$ cat config.mk
export PLATFORM = sky130hd
export DESIGN_NAME = irq_hub64
export DESIGN_NICKNAME = d
export VERILOG_FILES = /design/src/rtl/irq_hub_pkg.sv /design/src/rtl/irq_hub_capture.sv /design/src/rtl/irq_hub_chanmap.sv /design/src/rtl/irq_hub64.sv
export SDC_FILE = /design/constraint.sdc
export NUM_CORES = 1
export LEC_CHECK = 0
export ABC_AREA = 0
export BUFFER_PORTS_ARGS = -buffer_cell sky130_fd_sc_hd__buf_4
export CORE_MARGIN = 1.5
export CORE_UTILIZATION = 55
export DETAILED_ROUTE_END_ITERATION = 8
export GPL_TIMING_DRIVEN = 0
export PLACE_DENSITY = 0.7
export REMOVE_ABC_BUFFERS = 1
export SLEW_MARGIN = 0
export SYNTH_ARGS = -nofsm -noshare
export SYNTH_HDL_FRONTEND = slang
export SYNTH_SLANG_ARGS = --single-unit
export TNS_END_PERCENT = 5
$ cat constraint.sdc
create_clock -name clk -period 2.9 [get_ports clk]
set_input_delay 0.29 -clock clk [delete_from_list [all_inputs] [get_ports clk]]
set_output_delay 0.29 -clock clk [all_outputs]
set_load 0.05 [all_outputs]
$ cat src/rtl/irq_hub_pkg.sv
package irq_hub_pkg;

  localparam logic [7:0] OFS_CTRL    = 8'h00;
  localparam logic [7:0] OFS_FLAG_LO = 8'h08;
  localparam logic [7:0] OFS_EN_LO   = 8'h10;
  localparam logic [7:0] OFS_PEND_LO = 8'h14;
  localparam logic [7:0] OFS_FLAG_HI = 8'h20;
  localparam logic [7:0] OFS_EN_HI   = 8'h28;
  localparam logic [7:0] OFS_PEND_HI = 8'h2C;
  localparam logic [7:0] OFS_MAP     = 8'h40;
  localparam int unsigned MAP_BYTES  = 64;

  // Per-half offsets: index 0 = low half, 1 = high half
  function automatic logic [7:0] flag_ofs(input int unsigned w);
    return (w == 0) ? OFS_FLAG_LO : OFS_FLAG_HI;
  endfunction

  function automatic logic [7:0] en_ofs(input int unsigned w);
    return (w == 0) ? OFS_EN_LO : OFS_EN_HI;
  endfunction

  function automatic logic [7:0] pend_ofs(input int unsigned w);
    return (w == 0) ? OFS_PEND_LO : OFS_PEND_HI;
  endfunction

  function automatic logic is_map_addr(input logic [7:0] a);
    return (a >= OFS_MAP) && (a < OFS_MAP + 8'(MAP_BYTES)) && (a[1:0] == 2'b00);
  endfunction

  function automatic logic addr_is_mapped(input logic [7:0] a);
    case (a)
      OFS_CTRL, OFS_FLAG_LO, OFS_EN_LO, OFS_PEND_LO,
      OFS_FLAG_HI, OFS_EN_HI, OFS_PEND_HI: return 1'b1;
      default: return is_map_addr(a);
    endcase
  endfunction

endpackage

$ cat src/rtl/irq_hub_capture.sv
module irq_hub_capture #(
  parameter int unsigned WIDTH  = 32,
  parameter int unsigned STAGES = 2
) (
  input  logic             clk,
  input  logic             rst,
  input  logic [WIDTH-1:0] line_in,
  input  logic             clr_we,
  input  logic [WIDTH-1:0] clr_data,
  output logic [WIDTH-1:0] line_sync,
  output logic [WIDTH-1:0] flag_q
);

  logic [WIDTH-1:0] stg [STAGES];
  logic [WIDTH-1:0] prev_q;
  logic [WIDTH-1:0] rise;
  logic [WIDTH-1:0] kept;

  assign line_sync = stg[STAGES-1];
  assign rise      = stg[STAGES-1] & ~prev_q;
  assign kept      = clr_we ? (flag_q & clr_data) : flag_q;

  always_ff @(posedge clk) begin
    if (rst) begin
      for (int i = 0; i < STAGES; i++) stg[i] <= '0;
      prev_q <= '0;
      flag_q <= '0;
    end else begin
      stg[0] <= line_in;
      for (int i = 1; i < STAGES; i++) stg[i] <= stg[i-1];
      prev_q <= stg[STAGES-1];
      flag_q <= kept | rise;   // new capture wins over a clear
    end
  end

endmodule

$ cat src/rtl/irq_hub_chanmap.sv
module irq_hub_chanmap #(
  parameter int unsigned WORDS = 16,
  parameter int unsigned DW    = 32,
  localparam int unsigned IW   = $clog2(WORDS)
) (
  input  logic          clk,
  input  logic          rst,
  input  logic          we,
  input  logic [IW-1:0] idx,
  input  logic [DW-1:0] wdata,
  output logic [DW-1:0] rdata
);

  logic [DW-1:0] mem [WORDS];

  always_ff @(posedge clk) begin
    if (rst) begin
      for (int i = 0; i < WORDS; i++) mem[i] <= '0;
    end else if (we) begin
      mem[idx] <= wdata;
    end
  end

  assign rdata = mem[idx];

endmodule

$ cat src/rtl/irq_hub64.sv
module irq_hub64
  import irq_hub_pkg::*;
#(
  parameter int unsigned N_SRC       = 64,
  parameter int unsigned DW          = 32,
  parameter int unsigned AW          = 8,
  parameter int unsigned SYNC_STAGES = 2
) (
  input  logic             clk,
  input  logic             rst,
  input  logic [N_SRC-1:0] src_i,
  input  logic             psel,
  input  logic             penable,
  input  logic             pwrite,
  input  logic [AW-1:0]    paddr,
  input  logic [DW-1:0]    pwdata,
  output logic [DW-1:0]    prdata,
  output logic             irq_o
);

  localparam int unsigned N_WORDS   = N_SRC / DW;
  localparam int unsigned MAP_WORDS = N_SRC / 4;
  localparam int unsigned MAP_IW    = $clog2(MAP_WORDS);
  localparam int unsigned EN_BIT    = DW - 1;

  logic wr_acc, rd_setup, map_hit;
  logic ctrl_en;
  logic [N_WORDS-1:0][DW-1:0] en_q;
  logic [N_WORDS-1:0][DW-1:0] sync_w;
  logic [N_WORDS-1:0][DW-1:0] flag_w;
  logic [N_WORDS-1:0][DW-1:0] pend_w;
  logic pend_any;
  logic [DW-1:0] map_rdata;
  logic [DW-1:0] rd_val;

  assign wr_acc   = psel & penable & pwrite;
  assign rd_setup = psel & ~penable & ~pwrite;
  assign map_hit  = is_map_addr(paddr);

  for (genvar w = 0; w < N_WORDS; w++) begin : g_half
    irq_hub_capture #(
      .WIDTH (DW),
      .STAGES(SYNC_STAGES)
    ) u_cap (
      .clk      (clk),
      .rst      (rst),
      .line_in  (src_i[w*DW +: DW]),
      .clr_we   (wr_acc && (paddr == AW'(flag_ofs(w)))),
      .clr_data (pwdata),
      .line_sync(sync_w[w]),
      .flag_q   (flag_w[w])
    );
    assign pend_w[w] = en_q[w] & (sync_w[w] | flag_w[w]);
  end

  assign pend_any = |pend_w;

  irq_hub_chanmap #(
    .WORDS(MAP_WORDS),
    .DW   (DW)
  ) u_map (
    .clk  (clk),
    .rst  (rst),
    .we   (wr_acc && map_hit),
    .idx  (paddr[MAP_IW+1:2]),
    .wdata(pwdata),
    .rdata(map_rdata)
  );

  always_ff @(posedge clk) begin
    if (rst) begin
      ctrl_en <= 1'b0;
      en_q    <= '0;
    end else if (wr_acc) begin
      if (paddr == AW'(OFS_CTRL)) ctrl_en <= pwdata[EN_BIT];
      for (int w = 0; w < N_WORDS; w++)
        if (paddr == AW'(en_ofs(w))) en_q[w] <= pwdata;
    end
  end

  always_comb begin
    rd_val = '0;
    if (paddr == AW'(OFS_CTRL)) rd_val[EN_BIT] = ctrl_en;
    for (int w = 0; w < N_WORDS; w++) begin
      if (paddr == AW'(flag_ofs(w))) rd_val = flag_w[w];
      if (paddr == AW'(en_ofs(w)))   rd_val = en_q[w];
      if (paddr == AW'(pend_ofs(w))) rd_val = pend_w[w];
    end
    if (map_hit) rd_val = map_rdata;
  end

  always_ff @(posedge clk) begin
    if (rst) begin
      prdata <= '0;
      irq_o  <= 1'b0;
    end else begin
      if (rd_setup) prdata <= rd_val;
      irq_o <= ctrl_en & pend_any;
    end
  end

endmodule

==> flow_metrics.tcl, run 1 <==
set metrics [dict create \
    achievable-frequency_mhz 312 \
    p_leak_nw 14.6 \
    netlist_area_before_placement_sq_mm 0.0364 \
    post_synthesis_sequential_element_count 866 \
    grtUsageTotal 0.305 \
    holdCritPathClass "input pin to register" \
    finalInstanceArea_sq_mm 0.0415 \
    route.detailed.wl_per_inst_um 26.4 \
    number_of_antenna_violations_at_the_first_check_in_global_routing 4 \
    report.final.slew_viol_count 0 \
    setup_violations 402 \
    finalHoldViolations 0 \
    synthAdderAreaFrac 0 \
    worstSkewPairLatency_ns 0.63 \
    fin_total_pwr_mw 25.6 \
    chipWidth_um 260 \
    slew_headroom 0.0302 \
    floorplan.initialDensity 0.554 \
    floorplan.die_area_sq_mm 0.0677 \
    ordered_list_of_cells_on_the_worst_path "buf_8 -> or4b_4 -> nor2_8 -> nand4b_4 -> nor2_4 -> or2_4" \
    clock_tree_from_tritoncts "yes" \
    fin_worst_skew_ns 0.0205 \
    fin_tns_setup_ns -60.98 \
    timing_worst_slew_pin_value_ns 1.45 \
    power-per-cell-area_mw_per_mm2 616 \
    worst_ep_required_time_ns 3.15 \
    min_from "pwdata[19]" \
    r2r_setup_slack_ns 0.08 \
    post-route-worst-setup-slack_ns -0.303 \
    cp-start-kind "input pin" \
    synthMuxAreaShare 0.0811 \
    power.net_switching_mw 5.65 \
    chipHeight_um 260 \
    combinational_family_with_the_most_area_after_synthesis "simple AND/OR/NAND/NOR gates" \
    critical_path_top_delay_cell "or4b_4" \
    synth_cells 2890 \
    critPathTopFamily "simple AND/OR/NAND/NOR gates" \
    ys_seq_area_frac 0.618 \
    clock_buffer_count_from_cts 83 \
    regToRegEndpoint "irq_o" \
    worstRegToRegCells 5 \
    failed_checks "negative setup slack" \
    switching_share 0.221 \
    combPwrFrac 0.066 \
    dominantRegCellSynth "edfxtp_1" \
    dr.pass1.iters 5 \
    rsz0062_at_grt "yes" \
    route.antenna.remaining_nets 0 \
    grt_pass1_vias 23740 \
    status "finished with violations" \
    wire_length_of_the_first_global_routing_pass_mm 150 \
    cts.htree.levels 3 \
    area_growth_syn_to_layout_pct 14.2 \
    p_int_mw 19.9 \
    post-route-period-util 1.10 \
    yosysWarningCount 0 \
    post-route-util 0.633 \
    synthArstFlopShare 0 \
    clock_tree.buffer_depth 3 \
    placed_area_sq_mm 0.0379 \
    dpl.hpwl_mm 55.7 \
    clkTransAtPathRegs_ns 0.06 \
    cp_max_fo 51 \
    critPathBufInv 1 \
    crit_arrival_ns 3.46 \
    dp_slack_ns -2.22 \
    finalNetCount 3086 \
    detail_route.iter0.violations 2644 \
    max-vdd-ir-drop_mv 0.497 \
    drt-vias-per-instance 6.22 \
    cp-end-kind "register" \
    worst_path_largest_cell_delay_ns 0.94 \
    grt_max_degree 166 \
    finalWeightedCongestion 0.833 \
    synth_compound_gate_area_share 0.0861 \
    core_box_area_sq_mm 0.0656 \
    synth_xor_xnor_area_share 0 \
    yosysUniqueCellTypes 54 \
    timing.hold.worst_endpoint "en_q[19]" \
    drive_above_1_share 0.160 \
    clockPowerShare 0.399 \
    routed_wirelength_mm 103 \
    numPortBuffers 141 \
    crit_type "input pin to register" \
    hold_depth 3 \
    power.sequential.fraction 0.535 \
    cts_root_buffer "clkbuf_16" \
    drv.max_cap_violation_count 0 \
    ios 142 \
    cts.sinks 866 \
    grt_overflow_total 0 \
    worstReg2RegStart "g_half[1].u_cap.flag_q[1]" \
    edff_count_synth 512 \
    synth-simple-area-share 0.182 \
    drc_errors 0 \
    rows 94 \
    detailroute.via_count 24303 \
    timing.final.crit_period_ns 3.20 \
    synth_area_per_cell_sq_um 12.6 \
]
==> layout by cell type (no fill, tap or decap), drive strengths merged, types with 2 or more instances in the layout <==
cell type | netlist | routed
and2 | 515 | 515
nand4 | 19 | 19
dlygate4sd3 | 0 | 82
or4 | 2 | 2
nand3 | 21 | 21
o31ai | 2 | 2
mux2i | 2 | 2
dfxtp | 354 | 354
buf | 86 | 171
o21ai | 140 | 140
nand2 | 156 | 156
nor3b | 3 | 3
and3 | 3 | 3
o22ai | 33 | 33
nor4 | 5 | 5
edfxtp | 512 | 512
a2bb2oi | 10 | 10
nor3 | 22 | 22
a31oi | 12 | 12
inv | 1 | 3
o21a | 11 | 11
nand2b | 68 | 68
nor2b | 198 | 198
o221ai | 20 | 20
mux4 | 130 | 130
nor2 | 79 | 87
a211oi | 41 | 41
or2 | 20 | 24
or3b | 10 | 10
a32o | 29 | 29
clkinv | 0 | 22
a22oi | 29 | 29
a22o | 23 | 23
clkbuf | 178 | 123
a21oi | 148 | 148
diode | 0 | 2
==> worst reg2reg max path, cell delays in order, from the launching register on <==
cell and delay (ns):
dfxtp_1 0.33, o21ai_0 0.99, nand4_1 0.18, nor4_1 0.83, nand4_1 0.15, and3b_1 0.24
==> Yosys cell counts (12+ instances only) <==
library cell / number / area, sq um
a22o_1: 23 / 201
nor2_1: 61 / 229
nor2b_1: 198 / 1240
a31oi_1: 12 / 75.1
nand3_1: 21 / 105
nand4_1: 18 / 113
a22oi_1: 29 / 218
dfxtp_1: 354 / 7090
nand2_1: 154 / 578
nor3_1: 21 / 105
clkbuf_2: 22 / 110
or2_2: 18 / 113
and2_1: 515 / 3220
edfxtp_1: 512 / 15400
clkbuf_1: 156 / 586
o221ai_1: 20 / 175
nand2b_1: 68 / 425
buf_2: 63 / 315
a211oi_1: 41 / 308
o21ai_0: 140 / 701
mux4_2: 130 / 2930
o22ai_1: 33 / 206
a32o_1: 29 / 290
a21oi_1: 148 / 741
==> final cells by class <==
| class | count | area, sq um |
|---|---|---|
| clock inverters | 24 | 106 |
| repair buffers | 254 | 2510 |
| diodes | 2 | 5.00 |
| inverters | 1 | 3.75 |
| fillers | 4885 | 24100 |
| flip-flops and latches | 866 | 22500 |
| well taps | 864 | 1080 |
| multi-input cells | 1771 | 12900 |
| clock buffers | 123 | 2400 |
==> sequential cells by signal (all words and copies together) (netlist names) <==
name / cells
g_half.u_cap.stg: 128
ctrl_en: 1
g_half.u_cap.flag_q: 64
en_q: 64
prdata: 32
u_map.mem: 512
irq_o: 1
g_half.u_cap.prev_q: 64
==> cells by family after synthesis <==
group	Yosys count
and+or+nand+nor	1126
muxes	132
DFF	866
AOI/OAI and AO/OA	501
buffers and inverters	265
==> worst max path at each step <==
stage	startpoint	endpoint	slack (ns)	cells after the start
6_report	paddr[0]	u_map.mem[9][7]	-0.30	6
5_1_grt	paddr[0]	u_map.mem[9][9]	-0.34	6
4_1_cts	paddr[0]	u_map.mem[1][25]	-0.24	6
3_5_place_dp	paddr[3]	u_map.mem[2][9]	-2.22	8
3_3_place_gp	paddr[3]	u_map.mem[14][0]	-5.47	6
2_1_floorplan	paddr[7]	u_map.mem[14][0]	-0.35	5
==> per-layer routing <==
metal  share of wire  global-route usage
met3            0.11              0.0651
met4           0.047               0.147
met1            0.37               0.397
met5               0                   0
met2            0.47               0.490
==> power by group through the flow <==
stage | Clock [mW] | Sequential (mW) | Combinational, mW
2_1_floorplan | 0 | 13.9 | 0.750
3_3_place_gp | 0 | 13.9 | 1.49
3_5_place_dp | 0 | 13.9 | 1.54
4_1_cts | 10.3 | 13.7 | 1.68
5_1_grt | 10.8 | 13.7 | 1.78
6_report | 10.2 | 13.7 | 1.69
==> per-stage QoR <==
step	std cells	hold WS (ns)
after detailed placement	3655	0.420
final	3905	0.0245
after CTS	3901	0.000186
after floorplan	2626	0.359
after global routing	3904	0.0122
after global placement	3631	0.418
==> what timing repair did <==
action	CTS	global route
buffers inserted	4	2
hold endpoints to repair	81	0
endpoints found under the setup margin	705	503
resized for setup	31	0
hold buffers	82	0
pin swaps	16	7
gates cloned	13	0
Note: power is estimated with default switching activity, not from simulation.
==> run 2, diff against run 1 <==
--- a/config.mk
+++ b/config.mk
@@ -7,7 +7,7 @@
 export LEC_CHECK = 0
 export ABC_AREA = 0
 export BUFFER_PORTS_ARGS = -buffer_cell sky130_fd_sc_hd__buf_4
-export CORE_MARGIN = 1.5
+export CORE_MARGIN = 1
 export CORE_UTILIZATION = 55
 export DETAILED_ROUTE_END_ITERATION = 8
 export GPL_TIMING_DRIVEN = 0
==> run 2 against run 1 <==
  * The run still ends with negative setup slack left
  * Clock power grew 6%
  * Flip-flop and latch count stayed put
  * Final cell count is 0.28% lower
  * Sequential power barely moved
  * First-iteration DRC count fell by 5.9%
  * Global-route usage about the same
  * Critical endpoint is now u_map.mem[15][31]
==> flow_metrics.tcl, run 2 (synthesis gave the netlist of run 1 again) <==
set metrics [dict create \
    drc_errors 0 \
    placedCellCount 3647 \
    power-per-cell-area_mw_per_mm2 627 \
    rsz0062_at_grt "yes" \
    post-route-worst-setup-slack_ns -0.274 \
    grtUsageTotal 0.305 \
    area_growth_syn_to_layout_pct 14.7 \
    fin_tns_setup_ns -55.52 \
    post-route-util 0.642 \
    fin_worst_skew_ns 0.0292 \
    numPortBuffers 141 \
    stdcell_count 3894 \
    max-vdd-ir-drop_mv 0.510 \
    finalWeightedCongestion 0.822 \
    route.detailed.wl_per_inst_um 26.2 \
    critical_path_top_delay_cell "or4b_4" \
    min_from "rst" \
    grt_overflow_total 0 \
    drv.max_cap_violation_count 0 \
    hold_depth 2 \
    cts.sinks 866 \
    setup_violations 353 \
    worst_ep_required_time_ns 3.15 \
    crit_type "input pin to register" \
    routed_wirelength_mm 102 \
    dpl.hpwl_mm 55.5 \
    rows 93 \
    route.antenna.remaining_nets 0 \
    timing_worst_slew_pin_value_ns 1.45 \
    cp-end-kind "register" \
    clock_buffer_count_from_cts 85 \
    floorplan.initialDensity 0.560 \
    ordered_list_of_cells_on_the_worst_path "buf_8 -> or4b_4 -> nor2_8 -> nand4_4 -> nor2_4 -> or2_4" \
    drt-vias-per-instance 6.19 \
    dp_slack_ns -1.48 \
    largest_registers "u_map.mem x512, g_half.u_cap.stg x128" \
    fill_cells 4809 \
    ios 142 \
    worstReg2RegStart "g_half[1].u_cap.flag_q[7]" \
    clock_tree.buffer_depth 3 \
    p_leak_nw 14.6 \
    detail_route.iter0.violations 2487 \
    layout.cells.most_common "and2_1" \
    crit_arrival_ns 3.42 \
    grt_max_degree 173 \
    layout.cells.most_common_list "514 x and2_1, 512 x edfxtp_1, 354 x dfxtp_1" \
    cts.htree.levels 3 \
    finalNetCount 3079 \
    cp-start-kind "input pin" \
    worstRegToRegCells 5 \
    achievable-frequency_mhz 315 \
    timing.hold.worst_endpoint "g_half[1].u_cap.prev_q[24]" \
    chipWidth_um 259 \
    worst_path_largest_cell_delay_ns 0.95 \
    drive_above_1_share 0.167 \
    num_antenna_cells 0 \
    holdCritPathClass "input pin to register" \
    worstSkewPairLatency_ns 0.64 \
    r2r_setup_slack_ns -0.06 \
    timing.final.crit_period_ns 3.17 \
    cp_max_fo 51 \
    post-route-period-util 1.09 \
    slew_headroom 0.0323 \
    floorplan.die_area_sq_mm 0.0671 \
    largest_reg_flops 512 \
    chipHeight_um 259 \
    status "finished with violations" \
    registers.top_by_ff_count "u_map.mem" \
    fin_total_pwr_mw 26.1 \
    report.final.slew_viol_count 0 \
    finalHoldViolations 0 \
    regToRegEndpoint "irq_o" \
    wire_length_of_the_first_global_routing_pass_mm 149 \
    clock_tree_from_tritoncts "yes" \
    grt_pass1_vias 23692 \
    number_of_antenna_violations_at_the_first_check_in_global_routing 3 \
    cts_root_buffer "clkbuf_16" \
    dr.pass1.iters 8 \
    core_box_area_sq_mm 0.0649 \
    clkTransAtPathRegs_ns 0.06 \
    detailroute.via_count 24094 \
    failed_checks "negative setup slack" \
]
-- run 2: through the flow --
step	instance area (sq um)	hold WS (ns)
global placement	37300	0.420
global route	41700	0.0248
detailed placement	38000	0.420
finish	41700	0.0201
CTS	41700	0.000537
floorplan	35200	0.359
-- run 2: where the power goes --
part	switching, mW	internal (mW)
clock network	4.63	6.14
registers	0.168	13.5
logic	0.972	0.706
-- run 2: routing by layer --
layer | vias to the layer above | GRT usage | wire (um)
met2 | 1296 | 0.488 | 47900
met1 | 12032 | 0.400 | 39300
met5 | - | 0 | 28
li1 | 10528 | - | -
met3 | 234 | 0.0737 | 10800
met4 | 4 | 0.127 | 4020
-- run 2: worst max-delay path, delay by kind of cell --
family,cells,cell delay [ns]
buffers and inverters,1,0.10
AND/OR/NAND/NOR,5,2.98
-- run 2: how the worst max path moves through the flow --
stage,cells after the start,start,endpoint
3_3_place_gp,6,paddr[3],u_map.mem[10][24]
4_1_cts,6,paddr[0],u_map.mem[3][5]
2_1_floorplan,5,paddr[7],u_map.mem[14][0]
5_1_grt,6,paddr[0],u_map.mem[13][2]
6_report,6,paddr[0],u_map.mem[15][31]
3_5_place_dp,6,paddr[7],u_map.mem[5][25]
-- run 2: timing repair --
action / in CTS / in global routing
hold buffers: 74 / 0
pin swaps: 14 / 4
setup buffers: 4 / 3
gates resized for setup: 24 / 1
endpoints found under the setup margin: 593 / 431
hold endpoints to repair: 76 / 0
gates cloned: 10 / 0
-- run 2: layout make-up --
class | instances | area [sq um] | area share
multi-input combinational | 1769 | 12900 | 0.310
clock inverter | 31 | 204 | 0.00489
sequential | 866 | 22500 | 0.539
timing repair buffer | 247 | 2490 | 0.0598
tap | 855 | 1070 | 0.0257
clock buffer | 125 | 2530 | 0.0606
inverter | 1 | 3.75 | 0.0000900
